--- src/rtl/evs_pkg.sv ---
package evs_pkg;

   typedef enum logic [1:0] {
      EVS_OP_EOI = 2'd0,
      EVS_OP_GET = 2'd1,
      EVS_OP_SET = 2'd2
   } evs_op_e;

   localparam logic [1:0] EVS_PQ_IDLE = 2'b00;
   localparam logic [1:0] EVS_PQ_OFF  = 2'b01;
   localparam logic [1:0] EVS_PQ_PEND = 2'b10;
   localparam logic [1:0] EVS_PQ_QUE  = 2'b11;

   // {fire, next state}
   function automatic logic [2:0] evs_trigger(input logic [1:0] pq);
      case (pq)
         EVS_PQ_IDLE: return {1'b1, EVS_PQ_PEND};
         EVS_PQ_OFF:  return {1'b0, EVS_PQ_OFF};
         default:     return {1'b0, EVS_PQ_QUE};
      endcase
   endfunction

   // {returned bit, next state}
   function automatic logic [2:0] evs_eoi(input logic [1:0] pq);
      case (pq)
         EVS_PQ_QUE:  return {1'b1, EVS_PQ_PEND};
         EVS_PQ_PEND: return {1'b0, EVS_PQ_IDLE};
         default:     return {1'b0, pq};
      endcase
   endfunction

endpackage

--- src/rtl/evs_load_decode.sv ---
module evs_load_decode
   import evs_pkg::*;
#(
   parameter int N_ENTRIES  = 8,
   parameter int PAGE_SHIFT = 12,
   parameter int ADDR_W     = 20,
   parameter int IDX_W      = 3
) (
   input  logic              req_write,
   input  logic [3:0]        req_size,
   input  logic              req_big_endian,
   input  logic [ADDR_W-1:0] req_addr,
   output logic [IDX_W-1:0]  dec_idx,
   output logic              dec_in_range,
   output logic              dec_esc,
   output logic              dec_form_ok,
   output evs_op_e           dec_op,
   output logic [1:0]        dec_set_val
);
   localparam int XW = ADDR_W - PAGE_SHIFT - 1;

   logic [XW-1:0] wide_idx;
   logic [11:0]   page_off;

   always_comb begin
      wide_idx     = req_addr[ADDR_W-1:PAGE_SHIFT+1];
      page_off     = req_addr[11:0];
      dec_idx      = wide_idx[IDX_W-1:0];
      dec_in_range = (32'(wide_idx) < N_ENTRIES);
      dec_esc      = req_addr[PAGE_SHIFT];
      dec_form_ok  = !req_write && (req_size == 4'd8) && req_big_endian;
      dec_set_val  = page_off[9:8];
      case (page_off[11:10])
         2'b10:   dec_op = EVS_OP_GET;
         2'b11:   dec_op = EVS_OP_SET;
         default: dec_op = EVS_OP_EOI;
      endcase
   end
endmodule

--- src/rtl/evs_pq_bank.sv ---
module evs_pq_bank #(
   parameter int N_ENTRIES = 8,
   parameter int IDX_W     = 3
) (
   input  logic                   clk,
   input  logic                   rst_n,
   input  logic                   ld_we,
   input  logic [IDX_W-1:0]       ld_idx,
   input  logic                   ld_esc,
   input  logic [1:0]             ld_val,
   input  logic                   tr_we,
   input  logic [IDX_W-1:0]       tr_idx,
   input  logic [1:0]             tr_val,
   input  logic                   cfg_we,
   input  logic [IDX_W-1:0]       cfg_idx,
   input  logic                   cfg_valid,
   input  logic                   cfg_ucond,
   output logic [2*N_ENTRIES-1:0] pq_ntf_flat,
   output logic [2*N_ENTRIES-1:0] pq_esc_flat,
   output logic [N_ENTRIES-1:0]   valid_vec,
   output logic [N_ENTRIES-1:0]   ucond_vec
);
   for (genvar i = 0; i < N_ENTRIES; i++) begin : g_entry
      logic hit_ld, hit_tr, hit_cfg;
      assign hit_ld  = ld_we  && (32'(ld_idx)  == i);
      assign hit_tr  = tr_we  && (32'(tr_idx)  == i);
      assign hit_cfg = cfg_we && (32'(cfg_idx) == i);

      always_ff @(posedge clk) begin
         if (!rst_n) begin
            pq_ntf_flat[2*i +: 2] <= 2'b01;
            pq_esc_flat[2*i +: 2] <= 2'b01;
            valid_vec[i]          <= 1'b0;
            ucond_vec[i]          <= 1'b0;
         end else begin
            // trigger result already folds in a same-entry load
            if (hit_tr)
               pq_ntf_flat[2*i +: 2] <= tr_val;
            else if (hit_ld && !ld_esc)
               pq_ntf_flat[2*i +: 2] <= ld_val;
            if (hit_ld && ld_esc)
               pq_esc_flat[2*i +: 2] <= ld_val;
            if (hit_cfg) begin
               valid_vec[i] <= cfg_valid;
               ucond_vec[i] <= cfg_ucond;
            end
         end
      end
   end
endmodule

--- src/rtl/evstate_load_decoder.sv ---
module evstate_load_decoder
   import evs_pkg::*;
#(
   parameter int N_ENTRIES  = 8,
   parameter int PAGE_SHIFT = 12,
   parameter int ADDR_W     = 20,
   localparam int IDX_W     = (N_ENTRIES > 1) ? $clog2(N_ENTRIES) : 1
) (
   input  logic              clk,
   input  logic              rst_n,
   input  logic              req_valid,
   input  logic              req_write,
   input  logic [3:0]        req_size,
   input  logic              req_big_endian,
   input  logic [ADDR_W-1:0] req_addr,
   output logic              rsp_valid,
   output logic              rsp_err,
   output logic [63:0]       rsp_data,
   input  logic              ntf_valid,
   input  logic [IDX_W-1:0]  ntf_idx,
   output logic              ntf_fwd,
   input  logic              cfg_we,
   input  logic [IDX_W-1:0]  cfg_idx,
   input  logic              cfg_valid,
   input  logic              cfg_ucond
);
   // elaboration-time parameter checks
   if (PAGE_SHIFT != 12 && PAGE_SHIFT != 16) begin : g_bad_shift
      $error("PAGE_SHIFT must be 12 or 16");
   end
   if (N_ENTRIES < 1) begin : g_bad_count
      $error("N_ENTRIES must be nonzero");
   end
   if (ADDR_W < PAGE_SHIFT + 1 + IDX_W) begin : g_bad_addr
      $error("ADDR_W too narrow for N_ENTRIES page pairs");
   end

   logic [IDX_W-1:0]       d_idx;
   logic                   d_in_range, d_esc, d_form_ok;
   evs_op_e                d_op;
   logic [1:0]             d_set_val;
   logic [2*N_ENTRIES-1:0] pq_ntf_flat, pq_esc_flat;
   logic [N_ENTRIES-1:0]   valid_vec, ucond_vec;

   evs_load_decode #(
      .N_ENTRIES(N_ENTRIES), .PAGE_SHIFT(PAGE_SHIFT),
      .ADDR_W(ADDR_W), .IDX_W(IDX_W)
   ) i_dec (
      .req_write(req_write), .req_size(req_size),
      .req_big_endian(req_big_endian), .req_addr(req_addr),
      .dec_idx(d_idx), .dec_in_range(d_in_range), .dec_esc(d_esc),
      .dec_form_ok(d_form_ok), .dec_op(d_op), .dec_set_val(d_set_val)
   );

   logic        ld_ok, ld_we, tr_we, ntf_hit, fire, ucond_sel;
   logic [1:0]  cur_pq, nxt_pq, tr_base, tr_nxt, ntf_stored;
   logic [2:0]  eoi_res, trig_res;
   logic [63:0] ld_data;

   always_comb begin
      ld_ok   = 1'b0;
      cur_pq  = 2'b01;
      if (d_in_range) begin
         ld_ok  = req_valid && d_form_ok && valid_vec[d_idx];
         cur_pq = d_esc ? pq_esc_flat[2*d_idx +: 2] : pq_ntf_flat[2*d_idx +: 2];
      end
      eoi_res = evs_eoi(cur_pq);
      case (d_op)
         EVS_OP_GET: begin nxt_pq = cur_pq;       ld_data = {62'd0, cur_pq}; end
         EVS_OP_SET: begin nxt_pq = d_set_val;    ld_data = {62'd0, cur_pq}; end
         default:    begin nxt_pq = eoi_res[1:0]; ld_data = {63'd0, eoi_res[2]}; end
      endcase
      ld_we = ld_ok && (nxt_pq != cur_pq);

      ntf_hit    = ntf_valid && (32'(ntf_idx) < N_ENTRIES);
      ntf_stored = 2'b01;
      ucond_sel  = 1'b0;
      if (32'(ntf_idx) < N_ENTRIES) begin
         ntf_stored = pq_ntf_flat[2*ntf_idx +: 2];
         ucond_sel  = ucond_vec[ntf_idx];
      end
      tr_base  = (ld_ok && !d_esc && (d_idx == ntf_idx)) ? nxt_pq : ntf_stored;
      trig_res = evs_trigger(tr_base);
      tr_nxt   = trig_res[1:0];
      fire     = trig_res[2];
      tr_we    = ntf_hit && !ucond_sel && (tr_nxt != tr_base);
   end

   evs_pq_bank #(.N_ENTRIES(N_ENTRIES), .IDX_W(IDX_W)) i_bank (
      .clk(clk), .rst_n(rst_n),
      .ld_we(ld_we), .ld_idx(d_idx), .ld_esc(d_esc), .ld_val(nxt_pq),
      .tr_we(tr_we), .tr_idx(ntf_idx), .tr_val(tr_nxt),
      .cfg_we(cfg_we), .cfg_idx(cfg_idx), .cfg_valid(cfg_valid), .cfg_ucond(cfg_ucond),
      .pq_ntf_flat(pq_ntf_flat), .pq_esc_flat(pq_esc_flat),
      .valid_vec(valid_vec), .ucond_vec(ucond_vec)
   );

   always_ff @(posedge clk) begin
      if (!rst_n) begin
         rsp_valid <= 1'b0;
         rsp_err   <= 1'b0;
         rsp_data  <= '0;
         ntf_fwd   <= 1'b0;
      end else begin
         rsp_valid <= req_valid;
         rsp_err   <= req_valid && !ld_ok;
         rsp_data  <= ld_ok ? ld_data : '1;
         ntf_fwd   <= ntf_hit && (ucond_sel || fire);
      end
   end

   // one response per request, one cycle later
   p_rsp_follows_req_r8: assert property (@(posedge clk) disable iff (!rst_n)
      req_valid |=> rsp_valid);
   p_no_spurious_rsp_r8: assert property (@(posedge clk) disable iff (!rst_n)
      !req_valid |=> !rsp_valid);
   // error responses carry all ones
   p_err_all_ones_r6: assert property (@(posedge clk) disable iff (!rst_n)
      (rsp_valid && rsp_err) |-> (rsp_data == '1));
   // accepted loads return only two meaningful bits
   p_ok_narrow_r4: assert property (@(posedge clk) disable iff (!rst_n)
      (rsp_valid && !rsp_err) |-> (rsp_data[63:2] == '0));
   // stores leave every state untouched
   p_store_no_effect_r7: assert property (@(posedge clk) disable iff (!rst_n)
      (req_valid && req_write && !ntf_valid) |=>
      (pq_ntf_flat == $past(pq_ntf_flat) && pq_esc_flat == $past(pq_esc_flat)));
   // reads have no side effect
   p_get_no_effect_r4: assert property (@(posedge clk) disable iff (!rst_n)
      (req_valid && d_op == EVS_OP_GET && !ntf_valid) |=>
      (pq_ntf_flat == $past(pq_ntf_flat) && pq_esc_flat == $past(pq_esc_flat)));
   // forwarding only follows a notify
   p_fwd_needs_notify_r9: assert property (@(posedge clk) disable iff (!rst_n)
      ntf_fwd |-> $past(ntf_valid));
endmodule

--- config.mk ---
export PLATFORM = sky130hd
export DESIGN_NAME = evstate_load_decoder
export DESIGN_NICKNAME = d
export VERILOG_FILES = /design/src/rtl/evs_pkg.sv /design/src/rtl/evs_load_decode.sv /design/src/rtl/evs_pq_bank.sv /design/src/rtl/evstate_load_decoder.sv
export SDC_FILE = /design/constraint.sdc
export NUM_CORES = 1
export LEC_CHECK = 0
export BUFFER_PORTS_ARGS = -buffer_cell sky130_fd_sc_hd__buf_2
export CAP_MARGIN = 20
export CORE_ASPECT_RATIO = 0.5
export CORE_MARGIN = 2
export CORE_UTILIZATION = 48
export DETAILED_ROUTE_END_ITERATION = 8
export PLACE_DENSITY = 0.77
export SYNTH_ARGS = -nofsm -noshare
export SYNTH_HDL_FRONTEND = slang
export SYNTH_SLANG_ARGS = --single-unit
--- constraint.sdc ---
create_clock -name clk -period 2.7 [get_ports clk]
set_input_delay 0.54 -clock clk [delete_from_list [all_inputs] [get_ports clk]]
set_output_delay 0.54 -clock clk [all_outputs]
set_load 0.005 [all_outputs]
Yosys cells after proc, flatten, opt, wreduce, memory -nomap -nowiden
Cells that the tools add are included.
- register bits: 115
- bits of input ports: 39
- output and inout bits: 67
- word-level logic and storage cells: 173
- magnitude comparators: 3
- equal/unequal tests: 32
- shift operators: 3
- multiplexer cells: 30
- reduce and logical (&&, ||, !) cells: 69
- operators by type and width (operator ; count):
    64-bit 2-to-1 mux ; 1
    1-bit logical AND ; 51
    16-bit by 5-bit indexed part select with 2-bit output ; 3
    2-bit 2-to-1 mux ; 20
    3-bit equality test (second input constant) ; 12
    3-bit by 2-bit equality test with 1-bit output (second input constant) ; 6
    2-bit nonzero test ; 8
    3-bit case mux with 2 select lines ; 2
    2-bit equality test (second input constant) ; 5
    3-bit by 1-bit equality test with 1-bit output (second input constant) ; 3
    3-bit zero test ; 3
    3-bit by 4-bit less-than comparator with 1-bit output (second input constant) ; 2
    2-bit case mux with 2 select lines ; 2
    7-bit by 4-bit less-than comparator with 1-bit output (second input constant) ; 1
    1-bit binary-select mux with 3-bit select ; 2
    2-bit by 1-bit equality test with 1-bit output (second input constant) ; 2
    4-bit equality test (second input constant) ; 1
    1-bit zero test ; 4
    2-bit != test ; 2
    3-bit equality test ; 1
    1-bit 2-to-1 mux ; 3
    2-bit zero test ; 1
    2-bit OR reduction ; 1
    1-bit logical OR ; 1

Longest topological paths before layout
- word-level depth: 15
- gate-level depth with buffers: 10

By module
Synthesis repeated with hierarchy kept, for this count alone.
- cell total of the unflattened synthesis: 420
- area total of the unflattened synthesis: 3813.7 µm²
- modules (own cells, without submodules) (module ; instances ; cells each ; area an instance (µm²)):
    evs_pq_bank ; 1 ; 254 ; 2306.0
    evstate_load_decoder ; 1 ; 155 ; 1416.4
    evs_load_decode ; 1 ; 11 ; 91.3

Worst setup path before layout
OpenSTA, ideal clock, no wires.
- kind: input to register
- from: input port req_addr[12]
- to: register i_bank.pq_ntf_flat[14]
- library setup time: 130 ps
- arrival time: 2514 ps
- required time: 2570 ps
- slack: 55 ps
- stages on the path: 9
- path buffers: 2
- path through: buf_2 > mux4_2 > o2bb2ai_1 > o22a_1 > o21a_1 > o22a_1 > buf_6 > nor4_1 > o22ai_1
- cells in the longest elaborated chain, start to end: 12
- elaborated cells on any way between the ends: 23
- RTL lines (element ; RTL line ; source):
    start, declared ; evstate_load_decoder.sv:15 ; input logic [ADDR_W-1:0] req_addr,
    2-bit 2-to-1 mux ; evstate_load_decoder.sv:65 ; cur_pq = d_esc ? pq_esc_flat[2*d_idx +: 2] : pq_ntf_flat[2*d_idx +: 2];
    2-bit 2-to-1 mux ; evstate_load_decoder.sv:63 ; if (d_in_range) begin
    2-bit equality test ; evs_pkg.sv:25 ; case (pq)
    3-bit case mux with 2 select lines ; evs_pkg.sv:25 ;
    2-bit case mux with 2 select lines ; evstate_load_decoder.sv:68 ; case (d_op)
    2-bit 2-to-1 mux ; evstate_load_decoder.sv:82 ; tr_base = (ld_ok && !d_esc && (d_idx == ntf_idx)) ? nxt_pq : ntf_stored;
    2-bit by 1-bit equality test with 1-bit output / 2-bit zero test (equally long branches) ; evs_pkg.sv:16 ; case (pq)
    3-bit case mux with 2 select lines ; evs_pkg.sv:16 ;
    2-bit != test ; evstate_load_decoder.sv:86 ; tr_we = ntf_hit && !ucond_sel && (tr_nxt != tr_base);
    1-bit logical AND ; evstate_load_decoder.sv:86 ;
    1-bit logical AND ; evs_pq_bank.sv:26 ; assign hit_tr = tr_we && (32'(tr_idx) == i);
    2-bit 2-to-1 mux / 2-bit nonzero test (equally long branches) ; n/a ;
    end signal, assigned by index ; evs_pq_bank.sv:38 ; pq_ntf_flat[2*i +: 2] <= tr_val;
    end signal, assigned by index ; evs_pq_bank.sv:40 ; pq_ntf_flat[2*i +: 2] <= ld_val;
    end, declared ; evs_pq_bank.sv:18 ; output logic [2*N_ENTRIES-1:0] pq_ntf_flat,
Several ways; a longest one is shown, not always the timed one. The select of a mux whose other input is x is not followed.
A chain may end at the register's enable or synchronous reset.

Worst setup path in the final report
- from: input port req_addr[14]
- to: register i_bank.pq_ntf_flat[4]
- cells in the longest elaborated chain, start to end: 13
- elaborated cells on any way between the ends: 31
- RTL lines (element ; RTL line):
    16-bit by 5-bit indexed part select with 2-bit output / 1-bit binary-select mux with 3-bit select (equally long branches) ; evstate_load_decoder.sv:65, evstate_load_decoder.sv:64
    2-bit 2-to-1 mux / 1-bit 2-to-1 mux (equally long branches) ; evstate_load_decoder.sv:65, evstate_load_decoder.sv:64
    2-bit 2-to-1 mux / 1-bit logical AND (equally long branches) ; evstate_load_decoder.sv:63, evstate_load_decoder.sv:64
    2-bit equality test / 1-bit 2-to-1 mux (equally long branches) ; evs_pkg.sv:25, evstate_load_decoder.sv:63
    3-bit case mux with 2 select lines / 1-bit logical AND (equally long branches) ; evs_pkg.sv:25, evstate_load_decoder.sv:82
    2-bit case mux with 2 select lines / 1-bit logical AND (equally long branches) ; evstate_load_decoder.sv:68, evstate_load_decoder.sv:82
    2-bit 2-to-1 mux ; evstate_load_decoder.sv:82
    2-bit by 1-bit equality test with 1-bit output / 2-bit zero test (equally long branches) ; evs_pkg.sv:16
    3-bit case mux with 2 select lines ; evs_pkg.sv:16
    2-bit != test ; evstate_load_decoder.sv:86
    1-bit logical AND ; evstate_load_decoder.sv:86
    1-bit logical AND ; evs_pq_bank.sv:26
    2-bit 2-to-1 mux / 2-bit nonzero test (equally long branches) ; n/a
Several ways; a longest one is shown, not always the timed one. The select of a mux whose other input is x is not followed.

==> impl_metrics.sql <==
INSERT INTO impl_metrics (metric_group, metric, value, unit) VALUES
('outcome', 'status', 'finished clean', ''),
('place', 'post-dp-hpwl', '7560', 'um'),
('yosys', 'synth_nets', '488', ''),
('timing', 'hold_violations', '0', ''),
('cells_and_area', 'finalNetCount', '558', ''),
('clocking', 'clkSinkCount', '54', ''),
('routing', 'drt_first_iter_violations', '370', ''),
('routing', 'dr.pass1.iters', '5', ''),
('global_routing', 'grt_first_pass_wirelength', '16100', 'um'),
('yosys', 'synth_enable_flop_cells', '0', ''),
('global_routing', 'grt-ovfl-total', '0', ''),
('routing', 'post-route-drc-count', '0', ''),
('clocking', 'cts_made_buffers', '5', ''),
('global_routing', 'grt_start_max_net_pins', '63', ''),
('worst_hold_path', 'hold_path_class', 'reg -> reg', ''),
('power_and_ir_drop', 'total_leakage_power', '0.00184', 'uW'),
('place', 'gp_congestion', '0.892', ''),
('timing', 'setup_violations', '0', ''),
('setup_path', 'timing.critical_path.from_type', 'input port', ''),
('clocking', 'cts_tree', 'done', ''),
('die', 'floorplan.initialDensity', '0.491', ''),
('timing', 'final_period_minus_worst_setup_slack', '2.62', 'ns'),
('routing', 'number_of_antenna_violating_nets_in_the_routed_design', '0', ''),
('routing', 'wl_per_cell', '16.2', 'um'),
('yosys', 'syn-cell-area', '0.00390', 'mm^2'),
('setup_path', 'crit_path_max_fanout', '6', ''),
('yosys', 'netlist_instances', '449', ''),
('routing', 'vias', '3658', ''),
('setup_path', 'cp-end-kind', 'register', ''),
('cells_and_area', 'most_frequent_cells_in_the_layout', 'sky130_fd_sc_hd__buf_2, sky130_fd_sc_hd__dfxtp_1, sky130_fd_sc_hd__buf_4', ''),
('die', 'floorplan.rows', '23', ''),
('cells_and_area', 'drive_above_1_share', '0.371', ''),
('die', 'overall_die_width', '131', 'um'),
('setup_path', 'timing.setup.critical_path_class', 'in -> reg', ''),
('cells_and_area', 'finish.cell_count_without_fillers', '632', ''),
('global_routing', 'grt_pass1_vias', '3215', ''),
('cells_and_area', 'final_common_cell', 'sky130_fd_sc_hd__buf_2', ''),
('timing', 'sum_neg_setup_slack', '0', 'ns'),
('cells_and_area', 'layout.filler_cells', '695', ''),
('routing', 'detail_route.wirelength', '10300', 'um'),
('timing', 'maxSlewHeadroom', '0.471', ''),
('setup_path', 'cp_required', '2.86', 'ns'),
('die', 'num_io_pins', '106', ''),
('die', 'placeableCoreArea', '0.00794', 'mm^2'),
('yosys', 'yosysSeqAreaShare', '0.277', ''),
('routing', 'route.detailed.vias_per_inst', '5.79', ''),
('clocking', 'cts.hold.buffers_added', '0', ''),
('yosys', 'synth-seq-cells', '54', ''),
('yosys', 'flip_flop_cell_with_the_highest_count_after_synthesis', 'sky130_fd_sc_hd__dfxtp_1', ''),
('clocking', 'clk_pin_slew', '0.07', 'ns'),
('timing', 'clock-skew-final', '0.00721', 'ns'),
('clocking', 'clock_tree.htree_level_count', '2', ''),
('clocking', 'clock_tree.root_cell', 'sky130_fd_sc_hd__clkbuf_16', ''),
('global_routing', 'antenna_found_initial', '0', ''),
('timing', 'layout_worst_path_cycle_share', '0.971', ''),
('yosys', 'yosys_warnings', '0', ''),
('timing', 'rsz0062_at_grt', 'no', ''),
('die', 'die_area', '0.00891', 'mm^2'),
('yosys', 'postSynthAreaPerCell', '8.69', 'um^2'),
('place', 'placement.io_buffers', '97', ''),
('timing', 'slew_viol_final', '0', ''),
('die', 'die_h', '67.7', 'um'),
('setup_path', 'arrival', '2.78', 'ns'),
('yosys', 'synth_cell_type_count', '60', ''),
('clocking', 'worst_skew_pair.late_latency', '0.29', 'ns'),
('place', 'placed_cells', '623', ''),
('job', 'drv.max_cap_violation_count', '0', ''),
('global_routing', 'gr-usage-all-layers', '0.226', ''),
('timing', 'tightest_slew', '0.792', 'ns'),
('timing', 'achievable-frequency', '382', 'MHz'),
('power_and_ir_drop', 'power_density', '412', 'mW/mm^2'),
('cells_and_area', 'antenna_cells', '0', ''),
('cells_and_area', 'layout-area-overhead-vs-synth', '16.7', '%'),
('yosys', 'asyncSetResetFlopFracSynth', '0', ''),
('power_and_ir_drop', 'max-vdd-ir-drop', '0.226', 'mV'),
('clocking', 'cts_max_path_buffers', '2', '');
## sequential cells by signal, indices dropped and copies added, names as in the netlist
register,count
rsp_valid,1
rsp_data,3
i_bank.valid_vec,8
i_bank.ucond_vec,8
i_bank.pq_esc_flat,16
i_bank.pq_ntf_flat,16
ntf_fwd,1
rsp_err,1
## per-layer routing
metal / vias to the layer above / part of all wire / GRT usage
li1: 1756 / - / -
met1: 1700 / 0.45 / 0.294
met2: 194 / 0.46 / 0.394
met3: 8 / 0.080 / 0.0383
met4: 0 / 0.0059 / 0.0693
met5: - / 0 / 0
## synth_stat cells, types with 3 or more instances
master	n	area, um^2
sky130_fd_sc_hd__a211oi_1	6	45.0
sky130_fd_sc_hd__a21oi_1	18	90.1
sky130_fd_sc_hd__and3_1	4	25.0
sky130_fd_sc_hd__buf_2	10	50.1
sky130_fd_sc_hd__buf_4	65	488
sky130_fd_sc_hd__buf_6	3	33.8
sky130_fd_sc_hd__clkbuf_1	8	30.0
sky130_fd_sc_hd__dfxtp_1	54	1080
sky130_fd_sc_hd__inv_1	5	18.8
sky130_fd_sc_hd__mux2i_1	29	290
sky130_fd_sc_hd__mux4_2	10	225
sky130_fd_sc_hd__nand2_1	26	97.6
sky130_fd_sc_hd__nand2b_1	5	31.3
sky130_fd_sc_hd__nand3_1	37	185
sky130_fd_sc_hd__nand4_1	4	25.0
sky130_fd_sc_hd__nand4b_1	4	35.0
sky130_fd_sc_hd__nor2_1	30	113
sky130_fd_sc_hd__nor2b_1	6	37.5
sky130_fd_sc_hd__nor3_1	18	90.1
sky130_fd_sc_hd__nor4_1	9	56.3
sky130_fd_sc_hd__o2111ai_1	3	26.3
sky130_fd_sc_hd__o211ai_1	8	60.1
sky130_fd_sc_hd__o21ai_0	12	60.1
sky130_fd_sc_hd__o21ai_1	7	35.0
sky130_fd_sc_hd__o221ai_1	9	78.8
sky130_fd_sc_hd__o22ai_1	9	56.3
sky130_fd_sc_hd__or3_1	5	31.3
sky130_fd_sc_hd__xor2_1	3	26.3
## cell families after synthesis
group,count (synthesis),share of synthesized area
xor+xnor,3,0.00674
compound gates,92,0.174
mux,42,0.151
buf+inv,95,0.167
flops,54,0.277
simple gates,163,0.224
## worst paths after layout
check / start / end / slack [ns] / cells after the start
worst min register to register: i_bank.pq_esc_flat[10] / i_bank.pq_esc_flat[10] / 0.49 / 2
worst min-delay path: i_bank.pq_esc_flat[10] / i_bank.pq_esc_flat[10] / 0.49 / 2
worst max-delay path: req_addr[14] / i_bank.pq_ntf_flat[4] / 0.08 / 8
worst max register to register: i_bank.pq_esc_flat[5] / i_bank.pq_ntf_flat[4] / 0.22 / 7
## critical path: stages
cell,delay (ns)
sky130_fd_sc_hd__buf_2,0.16
sky130_fd_sc_hd__mux4_1,0.60
sky130_fd_sc_hd__a2bb2oi_1,0.16
sky130_fd_sc_hd__a32o_1,0.30
sky130_fd_sc_hd__a32o_2,0.35
sky130_fd_sc_hd__and3_1,0.21
sky130_fd_sc_hd__a211oi_1,0.29
sky130_fd_sc_hd__o22ai_1,0.15
## power breakdown
part | switching [uW] | internal (uW)
combinational | 196 | 147
clock | 287 | 434
sequential | 3.53 | 806
## stage by stage
stage	power [uW]	hold WS [ns]	util	worst slack, ns	cell area (um^2)
global placement	1150	0.469	0.546	-0.149	4340
finish	1870	0.491	0.573	0.0795	4550
global route	1940	0.513	0.573	0.00447	4550
CTS	1870	0.495	0.567	0.0531	4500
floorplan	1070	0.452	-	0.0551	3900
detailed placement	1160	0.476	0.546	-0.154	4340
## area by class of cell
cell class / instances / area (um^2) / share of cell area
Timing Repair Buffer: 152 / 940 / 0.206
Clock inverter: 3 / 40.0 / 0.00879
Multi-Input combinational cell: 300 / 2200 / 0.484
Inverter: 6 / 22.5 / 0.00495
Clock buffer: 5 / 125 / 0.0275
Sequential cell: 54 / 1080 / 0.237
Tap cell: 112 / 140 / 0.0308
## what timing repair did
item,CTS,global route
endpoints found under the hold margin,0,0
gates resized for setup,0,9
setup endpoints to repair,0,22
buffers inserted,0,1
Note: power is estimated with default switching activity, not from simulation.
